### src/rtl/txmon_pkg.sv
package txmon_pkg;
    localparam int ADDR_W      = 9;
    localparam int DATA_W      = 32;
    localparam int CH_STRIDE   = 32;
    localparam int CREDIT_OFF  = 4;
    localparam int STATUS_ADDR = 'h100;
    localparam int ERR_ADDR    = 'h104;
    localparam int OVF_LSB     = 9;
    localparam int BUSY_LSB    = 16;
    localparam int EMPTY_LSB   = 24;
    localparam int MEMERR_BIT  = 31;
    localparam int SHORT_BIT   = 30;
    localparam int REQ_BIT     = 3;

    typedef enum logic [1:0] {
        MODE_OFF  = 2'b00,
        MODE_PARK = 2'b01,
        MODE_RUN  = 2'b10,
        MODE_RSV  = 2'b11
    } run_mode_e;
endpackage

### src/rtl/txmon_chan.sv
module txmon_chan
    import txmon_pkg::*;
#(
    parameter int CRD_W = 8
) (
    input  logic             clk,
    input  logic             rst_n,
    input  logic             cfg_we,
    input  logic [1:0]       cfg_mode,
    input  logic             cfg_req,
    input  logic             credit_ret,
    input  logic             credit_use,
    input  logic             fifo_full,
    input  logic             buf_empty,
    input  logic             no_pend,
    input  logic             cmd_arrive,
    input  logic             cmd_take,
    output logic [1:0]       mode_o,
    output logic             req_o,
    output logic [CRD_W-1:0] credit_o,
    output logic             go,
    output logic             idle,
    output logic             credit_err,
    output logic             cmd_ovf
);
    localparam logic [CRD_W-1:0] CRD_MAX = {CRD_W{1'b1}};

    typedef struct packed {
        run_mode_e        mode;
        logic             req;
        logic [CRD_W-1:0] credit;
        logic             occ;
        logic             parked;
    } chan_st_t;

    chan_st_t st_d, st_q;

    always_comb begin
        st_d = st_q;
        if (cfg_we) begin
            st_d.mode   = run_mode_e'(cfg_mode);
            st_d.req    = cfg_req;
            st_d.parked = 1'b0;
        end else if (st_q.mode == MODE_PARK && idle) begin
            st_d.parked = 1'b1;
        end
        case ({credit_ret, credit_use})
            2'b10:   if (st_q.credit != CRD_MAX) st_d.credit = st_q.credit + 1'b1;
            2'b01:   if (st_q.credit != '0)      st_d.credit = st_q.credit - 1'b1;
            default: st_d.credit = st_q.credit;
        endcase
        st_d.occ = cmd_arrive | (st_q.occ & ~cmd_take);
    end

    always_ff @(posedge clk or negedge rst_n) begin
        if (!rst_n) st_q <= '0;
        else        st_q <= st_d;
    end

    assign idle       = buf_empty & no_pend;
    assign go         = st_q.req &&
                        (st_q.mode == MODE_RUN ||
                         (st_q.mode == MODE_PARK && !st_q.parked && !idle));
    assign credit_err = fifo_full && st_q.req && (st_q.credit != '0);
    assign cmd_ovf    = cmd_arrive && st_q.occ && !cmd_take;
    assign mode_o     = st_q.mode;
    assign req_o      = st_q.req;
    assign credit_o   = st_q.credit;
endmodule

### src/rtl/txmon_errreg.sv
module txmon_errreg
    import txmon_pkg::*;
#(
    parameter logic [DATA_W-1:0] IMPL_MASK = '1
) (
    input  logic              clk,
    input  logic              rst_n,
    input  logic [DATA_W-1:0] set_vec,
    input  logic [DATA_W-1:0] clr_vec,
    output logic [DATA_W-1:0] err_o
);
    typedef struct packed {
        logic [DATA_W-1:0] bits;
    } err_st_t;

    err_st_t st_d, st_q;

    always_comb begin
        st_d      = st_q;
        st_d.bits = ((st_q.bits & ~clr_vec) | set_vec) & IMPL_MASK;
    end

    always_ff @(posedge clk or negedge rst_n) begin
        if (!rst_n) st_q <= '0;
        else        st_q <= st_d;
    end

    assign err_o = st_q.bits;
endmodule

### src/rtl/txmon_top.sv
module txmon_top
    import txmon_pkg::*;
#(
    parameter int NUM_CH = 8,
    parameter int CRD_W  = 8
) (
    input  logic              clk,
    input  logic              rst_n,
    input  logic              wr_en,
    input  logic [8:0]        wr_addr,
    input  logic [31:0]       wr_data,
    input  logic              rd_en,
    input  logic [8:0]        rd_addr,
    output logic [31:0]       rd_data,
    input  logic [NUM_CH-1:0] buf_empty,
    input  logic [NUM_CH-1:0] no_pend,
    input  logic [NUM_CH-1:0] fifo_full,
    input  logic [NUM_CH-1:0] credit_ret,
    input  logic [NUM_CH-1:0] credit_use,
    input  logic [NUM_CH-1:0] cmd_arrive,
    input  logic [NUM_CH-1:0] cmd_take,
    input  logic              mem_addr_err,
    input  logic              short_xfer,
    output logic [NUM_CH-1:0] ch_go,
    output logic [NUM_CH-1:0] ch_idle,
    output logic              err_any
);
    localparam int PAD_W = DATA_W - CRD_W;

    function automatic logic [DATA_W-1:0] impl_mask_f();
        logic [DATA_W-1:0] m;
        m = '0;
        for (int n = 0; n < NUM_CH; n++) begin
            m[n]           = 1'b1;
            m[OVF_LSB + n] = 1'b1;
        end
        m[MEMERR_BIT] = 1'b1;
        m[SHORT_BIT]  = 1'b1;
        return m;
    endfunction

    localparam logic [DATA_W-1:0] IMPL_MASK = impl_mask_f();

    logic [NUM_CH-1:0]       cfg_we;
    logic [1:0]              mode_v   [NUM_CH];
    logic [NUM_CH-1:0]       req_v;
    logic [CRD_W-1:0]        credit_v [NUM_CH];
    logic [NUM_CH-1:0]       crd_err_v;
    logic [NUM_CH-1:0]       ovf_v;
    logic [DATA_W-1:0]       set_vec;
    logic [DATA_W-1:0]       clr_vec;
    logic [DATA_W-1:0]       err_vec;

    typedef struct packed {
        logic [DATA_W-1:0] rdata;
    } rd_st_t;

    rd_st_t rd_d, rd_q;

    genvar g;
    generate
        for (g = 0; g < NUM_CH; g++) begin : g_ch
            assign cfg_we[g] = wr_en && (wr_addr == ADDR_W'(g * CH_STRIDE));

            txmon_chan #(.CRD_W(CRD_W)) u_chan (
                .clk        (clk),
                .rst_n      (rst_n),
                .cfg_we     (cfg_we[g]),
                .cfg_mode   (wr_data[31:30]),
                .cfg_req    (wr_data[REQ_BIT]),
                .credit_ret (credit_ret[g]),
                .credit_use (credit_use[g]),
                .fifo_full  (fifo_full[g]),
                .buf_empty  (buf_empty[g]),
                .no_pend    (no_pend[g]),
                .cmd_arrive (cmd_arrive[g]),
                .cmd_take   (cmd_take[g]),
                .mode_o     (mode_v[g]),
                .req_o      (req_v[g]),
                .credit_o   (credit_v[g]),
                .go         (ch_go[g]),
                .idle       (ch_idle[g]),
                .credit_err (crd_err_v[g]),
                .cmd_ovf    (ovf_v[g])
            );
        end
    endgenerate

    always_comb begin
        set_vec = '0;
        for (int n = 0; n < NUM_CH; n++) begin
            set_vec[n]           = crd_err_v[n];
            set_vec[OVF_LSB + n] = ovf_v[n];
        end
        set_vec[MEMERR_BIT] = mem_addr_err;
        set_vec[SHORT_BIT]  = short_xfer;
        clr_vec = (wr_en && wr_addr == ADDR_W'(ERR_ADDR)) ? wr_data : '0;
    end

    txmon_errreg #(.IMPL_MASK(IMPL_MASK)) u_err (
        .clk     (clk),
        .rst_n   (rst_n),
        .set_vec (set_vec),
        .clr_vec (clr_vec),
        .err_o   (err_vec)
    );

    always_comb begin
        rd_d = rd_q;
        if (rd_en) begin
            rd_d.rdata = '0;
            for (int n = 0; n < NUM_CH; n++) begin
                if (rd_addr == ADDR_W'(n * CH_STRIDE)) begin
                    rd_d.rdata[31:30]   = mode_v[n];
                    rd_d.rdata[REQ_BIT] = req_v[n];
                end
                if (rd_addr == ADDR_W'(n * CH_STRIDE + CREDIT_OFF))
                    rd_d.rdata = {{PAD_W{1'b0}}, credit_v[n]};
            end
            if (rd_addr == ADDR_W'(STATUS_ADDR)) begin
                for (int n = 0; n < NUM_CH; n++) begin
                    rd_d.rdata[EMPTY_LSB + n] = buf_empty[n];
                    rd_d.rdata[BUSY_LSB + n]  = no_pend[n];
                end
            end
            if (rd_addr == ADDR_W'(ERR_ADDR))
                rd_d.rdata = err_vec;
        end
    end

    always_ff @(posedge clk or negedge rst_n) begin
        if (!rst_n) rd_q <= '0;
        else        rd_q <= rd_d;
    end

    assign rd_data = rd_q.rdata;
    assign err_any = |err_vec;
endmodule

### config.mk
export PLATFORM = sky130hd
export DESIGN_NAME = txmon_top
export DESIGN_NICKNAME = d
export VERILOG_FILES = /design/src/rtl/txmon_pkg.sv /design/src/rtl/txmon_chan.sv /design/src/rtl/txmon_errreg.sv /design/src/rtl/txmon_top.sv
export SDC_FILE = /design/constraint.sdc
export NUM_CORES = 1
export LEC_CHECK = 0
export CAP_MARGIN = 40
export CORE_AREA = 5 5 135 150
export DETAILED_ROUTE_END_ITERATION = 16
export DIE_AREA = 0 0 140 155
export PLACE_DENSITY = 0.77
export SLEW_MARGIN = 40
export SYNTH_ARGS = -nofsm -noshare
export SYNTH_HDL_FRONTEND = slang
export SYNTH_SLANG_ARGS = --single-unit
### constraint.sdc
create_clock -name clk -period 2.2 [get_ports clk]
set_input_delay 0.22 -clock clk [delete_from_list [all_inputs] [get_ports clk]]
set_output_delay 0.22 -clock clk [all_outputs]
set_load 0.02 [all_outputs]
==> impl_metrics.yaml, run 1 <==
global_route:
  grt_pass1_vias: 9129
  antenna_found_initial: 0
  grt_max_degree: 59
  grt-ovfl-total: 0
  grt_pass1_wl_um: 45260
  grtUsageTotal: 0.2585
cts:
  cts_tree: "built"
  htree_levels: 4
  clk_latency_ps: 440
  cts_setup_buffers: 0
  path_clk_slew_ps: 70
  numCtsBuffers: 17
  cts_root_buf: "clkbuf_16"
  clockBufferDepth: 2
  clock-sinks: 153
yosys:
  syn_inst: 1018
  synth-edff-count: 0
  yosysSeqAreaShare: 0.3837
  ys.flop_type: "dfrtp_1"
  yosysMostFrequentCell: "dfrtp_1"
  synth_async_sr_flop_share: 1.000
  synth_top_cell_by_area: "dfrtp_1"
  synth_warnings: 0
  synth_area_um2: 9977
  yosysTopAreaCellShare: 0.3837
  avgSynthCellArea_um2: 9.801
  synthTopCellsByCount: "dfrtp_1, nand2_1, inv_1, mux2_2, nor2_1"
  yosys-top-cells-area: "dfrtp_1, mux2_2, ha_1"
  yosysUniqueCellTypes: 67
  ys_ff_latch: 153
  syn-num-nets: 1186
power:
  p_leak_nw: 5.745
  intPower_mw: 8.228
  power_density_nw_per_um2: 1014
  ir_drop_v: 0.0006722
  switchingPower_mw: 5.030
  clkPwrFrac: 0.210
  p_total_mw: 13.26
  p_seq_frac: 0.353
  swShare: 0.3794
  power_frac_comb: 0.438
finish:
  final_cells: 1523
  fin_area_um2: 13080
  fin_util: 0.6993
  synthToLayoutAreaGrowth_pct: 31.06
  layout-drive-gt1-share: 0.1920
  fin_nets: 1431
  diodes: 0
detailed_routing:
  drc: 0
  vias_per_cell: 5.903
  wl_per_cell_um: 18.26
  wl_um: 27810
  dr_total_vias: 8991
  first_iter_violations: 472
  antenna_left: 0
  dr.pass1.iters: 6
timing:
  worst_slack_ps: -1.566
  min_period_ps: 2202
  tns_ps: -1.566
  rsz0062_at_grt: "true"
  finalCritPeriodShare: 1.001
  hold_viol_final: 0
  fmaxAchievable_mhz: 454.2
  timing.final.max_slew_violations: 0
  finalSetupViolCount: 1
  holdWs_ps: 278.0
  fin_skew_ps: 10.66
critical_path:
  cp_top_family: "simple AND/OR/NAND/NOR gates"
  critical_path.cell_chain: "or4_4 > or4_4 > buf_6"
  required_ps: 1980
  reg2regPathDepth: 7
  crit_path_start: "u_err.err_o[15]$_DFF_PN0_"
  crit_slowest_cell: "or4_4"
  crit_top_cell: "or4_4"
  start_kind: "flip-flop"
  critPathMaxStageDelay_ps: 530
  rr_endpoint: "g_ch[2].u_chan.credit_o[6]$_DFFE_PN0P_"
  end_kind: "output port"
  cp_max_fo: 2
  crit_arrival_ps: 1980
  critPathBufInv: 1
  crit_type: "reg2out"
  r2r_start: "g_ch[2].u_chan.credit_o[0]$_DFFE_PN0P_"
  worstSetupPathDepth: 3
  reg2reg_slack_ps: 170
placement:
  dp_cells: 1490
  portBuffers: 145
  placed_area_um2: 12480
  place_congestion: 0.9167
  hpwl_um: 21500
  dp_slack_ps: -238.5
status:
  status: "finished with violations"
  violations: "setup timing"
min_path:
  hold_class: "in2async"
floorplanning:
  die_w_um: 140
  io_pins: 161
  rows: 53
  core-area_um2: 18700
  die_h_um: 155
  die_area_um2: 21700
  start_util: 0.5335
job:
  drv_cap: 0
cell type report:
cell class	instances	area, um^2
multi-input cells	746	5625
fillers	1442	5624
flip-flops and latches	153	3829
repair buffers	269	2471
clock buffers	17	425.4
well taps	247	309.0
inverters	76	285.3
clock inverters	15	131.4
cells by family (layout without fill, tap and decap cells):
group / Yosys count / after routing / share of synthesized area
adders and majority gates: 56 / 56 / 0.07625
and+or+nand+nor: 345 / 345 / 0.1861
AOI/OAI and AO/OA: 203 / 203 / 0.1454
DFF: 153 / 153 / 0.3837
xor gates and xnor gates: 40 / 40 / 0.03511
muxes: 101 / 101 / 0.1185
other: 1 / 1 / 0.0003759
buffers and inverters: 119 / 377 / 0.05455
how the worst max path moves through the flow:
stage / slack, ps / to
6_report: -2 / err_any
5_1_grt: -30 / err_any
4_1_cts: -20 / err_any
3_5_place_dp: -240 / g_ch[7].u_chan.credit_o[7]$_DFFE_PN0P_
3_3_place_gp: -210 / g_ch[5].u_chan.credit_o[7]$_DFFE_PN0P_
2_1_floorplan: 360 / g_ch[0].u_chan.credit_o[7]$_DFFE_PN0P_
what timing repair did:
item	in CTS	in global routing
hold endpoints to repair	45	0
hold buffers	1	0
setup endpoints to repair	2	6
gates resized for setup	9	6
sequential cells by signal (all words and copies together), names as in the netlist:
signal                cells
rd_data                  31
g_ch.u_chan.st_q         16
g_ch.u_chan.req_o         8
u_err.err_o              18
g_ch.u_chan.credit_o     64
g_ch.u_chan.mode_o       16
cell usage in the layout (no fill, tap or decap), types with 20 or more instances in the layout:
| cell type | instances |
|---|---|
| dfrtp_1 | 153 |
| clkdlybuf4s50_1 | 138 |
| buf_4 | 117 |
| nand2_1 | 81 |
| inv_1 | 76 |
| mux2_2 | 67 |
| nor2_1 | 51 |
| ha_1 | 48 |
| o21ai_0 | 41 |
| nor2b_1 | 40 |
| nor3_1 | 39 |
| xnor2_1 | 31 |
| nand3_1 | 30 |
| a21oi_1 | 28 |
| mux2i_1 | 27 |
| o21a_1 | 23 |
| nand2b_1 | 20 |
| o211ai_1 | 20 |
power by group through the flow:
stage                     sequential [mW]  combinational (mW)  clock [mW]
after floorplan                      4.24                3.84           0
final                                4.67                5.80        2.78
after global placement               4.66                5.50           0
after global routing                 4.76                6.47        2.94
after detailed placement             4.67                5.74           0
after CTS                            4.64                5.81        2.82
routing by layer:
layer  up-vias  global-route usage  part of all wire
met5         -                   0                 0
met4         0              0.1269             0.041
met3        74             0.04796             0.052
met2       321              0.4465              0.51
met1      4371              0.3110              0.40
li1       4225                   -                 -
No activity file was read; power rests on OpenSTA's default activity.
==> inputs of run 2 (changes only) <==
CORE_AREA = 5 5 167 121   (was 5 5 135 150)
DIE_AREA = 0 0 172 126   (was 0 0 140 155)
==> impl_metrics.yaml, run 2 (synthesis gave the netlist of run 1 again) <==
timing:
  fin_skew_ps: 8.797
  tightest_slew_ps: 518.4
  finalSetupViolCount: 1
  tns_ps: -34.98
  holdWs_ps: 221.2
  finalCritPeriodShare: 1.016
  hold_viol_final: 0
  max_slew_margin: 0.6544
  timing.final.max_slew_violations: 0
  fmaxAchievable_mhz: 447.4
  rsz0062_at_grt: "true"
  min_period_ps: 2235
  worst_slack_ps: -34.98
finish:
  fin_util: 0.7100
  layout-drive-gt1-share: 0.1981
  diodes: 0
  largest_register_ffs: 64
  synthToLayoutAreaGrowth_pct: 31.64
  final_cell_mix: "dfrtp_1, clkdlybuf4s50_1, buf_4"
  fin_nets: 1437
  final_cells: 1524
  fillers: 1346
  final_common_cell: "dfrtp_1"
  multi_input_area_um2: 5633
  fin_area_um2: 13130
  register_area_um2: 3830
global_route:
  grt_pass1_wl_um: 45940
  antenna_found_initial: 0
  grt_pass1_vias: 8735
  grt_max_degree: 49
  grtUsageTotal: 0.2651
  grt-ovfl-total: 0
power:
  p_total_mw: 13.57
  power_density_nw_per_um2: 1033
  power_frac_comb: 0.432
  p_seq_frac: 0.348
  ir_drop_v: 0.0007815
  p_leak_nw: 5.807
  intPower_mw: 8.381
  switchingPower_mw: 5.186
  swShare: 0.3823
  clkPwrFrac: 0.220
critical_path:
  crit_arrival_ps: 2010
  cp_max_fo: 2
  reg2regPathDepth: 7
  end_kind: "output port"
  crit_type: "reg2out"
  required_ps: 1980
  start_kind: "flip-flop"
cts:
  clockBufferDepth: 2
  cts_tree: "built"
  htree_levels: 4
  cts_setup_buffers: 0
  clock-sinks: 153
  clk_latency_ps: 430
  cts_root_buf: "clkbuf_16"
  numCtsBuffers: 17
  path_clk_slew_ps: 70
placement:
  dp_cells: 1491
  place_congestion: 0.9963
  dp_slack_ps: -304.1
  portBuffers: 145
  placed_area_um2: 12490
  hpwl_um: 21710
floorplanning:
  io_pins: 161
  die_area_um2: 21670
  die_h_um: 126
  rows: 42
  die_w_um: 172
  core-area_um2: 18500
  start_util: 0.5394
detailed_routing:
  dr_total_vias: 9076
  vias_per_cell: 5.955
  wl_um: 28720
  dr.pass1.iters: 5
  antenna_left: 0
  drc: 0
  first_iter_violations: 1042
  wl_per_cell_um: 18.85
status:
  violations: "setup timing"
  status: "finished with violations"
job:
  drv_cap: 0
min_path:
  hold_depth: 2
  hold_class: "in2reg"
==> run 2: changes by cell type in the layout (fill, tap and decap cells not counted), moves of 2 or more <==
| cell | previous run | this run |
|---|---|---|
| buf_4 | 117 | 125 |
| inv_6 | 7 | 3 |
| inv_8 | 1 | 5 |
| buf_12 | 6 | 4 |
| clkdlybuf4s50_1 | 138 | 136 |
| clkinv_2 | 2 | 0 |
| clkinv_4 | 2 | 4 |
==> run 2: final timing paths <==
kind	slack, ps	end	start
max	-30	err_any	u_err.err_o[14]$_DFF_PN0_
min	220	rd_data[24]$_DFFE_PN0P_	rd_en
max reg2reg	120	g_ch[5].u_chan.credit_o[6]$_DFFE_PN0P_	g_ch[5].u_chan.credit_o[1]$_DFFE_PN0P_
min reg2reg	480	g_ch[6].u_chan.st_q[1]$_DFF_PN0_	g_ch[6].u_chan.st_q[1]$_DFF_PN0_
max in group asynchronous	1240	rd_data[7]$_DFFE_PN0P_	rst_n
min in group asynchronous	300	g_ch[4].u_chan.credit_o[5]$_DFFE_PN0P_	rst_n
==> run 2: power groups by stage <==
stage / registers [mW] / logic, mW / clock network (mW)
floorplan: 4.24 / 3.84 / 0
global placement: 4.65 / 5.47 / 0
detailed placement: 4.68 / 5.71 / 0
CTS: 4.65 / 5.80 / 3.01
global route: 4.79 / 6.49 / 3.14
finish: 4.73 / 5.86 / 2.98
==> run 2: timing repair <==
item	CTS	global route
gates resized for setup	10	9
hold endpoints to repair	44	0
hold buffers	1	0
pin swaps	1	0
endpoints found under the setup margin	2	9
==> run 2: worst max-delay path, stage by stage (launching register included) <==
cell,delay (ps)
dfrtp_1,380
or4_4,550
or4_4,500
buf_6,150
==> run 2: area by class of cell <==
class                      instances  area share
clock buffer                      18     0.03344
inverter                          76     0.02172
sequential                       153      0.2916
timing repair buffer             275      0.1895
multi-input combinational        746      0.4289
tap                              242     0.02305
clock inverter                    14     0.01181
==> run 2: routing by layer <==
layer / up-vias / wire (um) / part of all wire / track usage
met2: 423 / 12380 / 0.43 / 0.3796
li1: 4228 / - / - / -
met4: 0 / 547 / 0.019 / 0.07532
met5: - / 0 / 0 / 0
met1: 4366 / 12960 / 0.45 / 0.4009
met3: 59 / 2834 / 0.099 / 0.06328
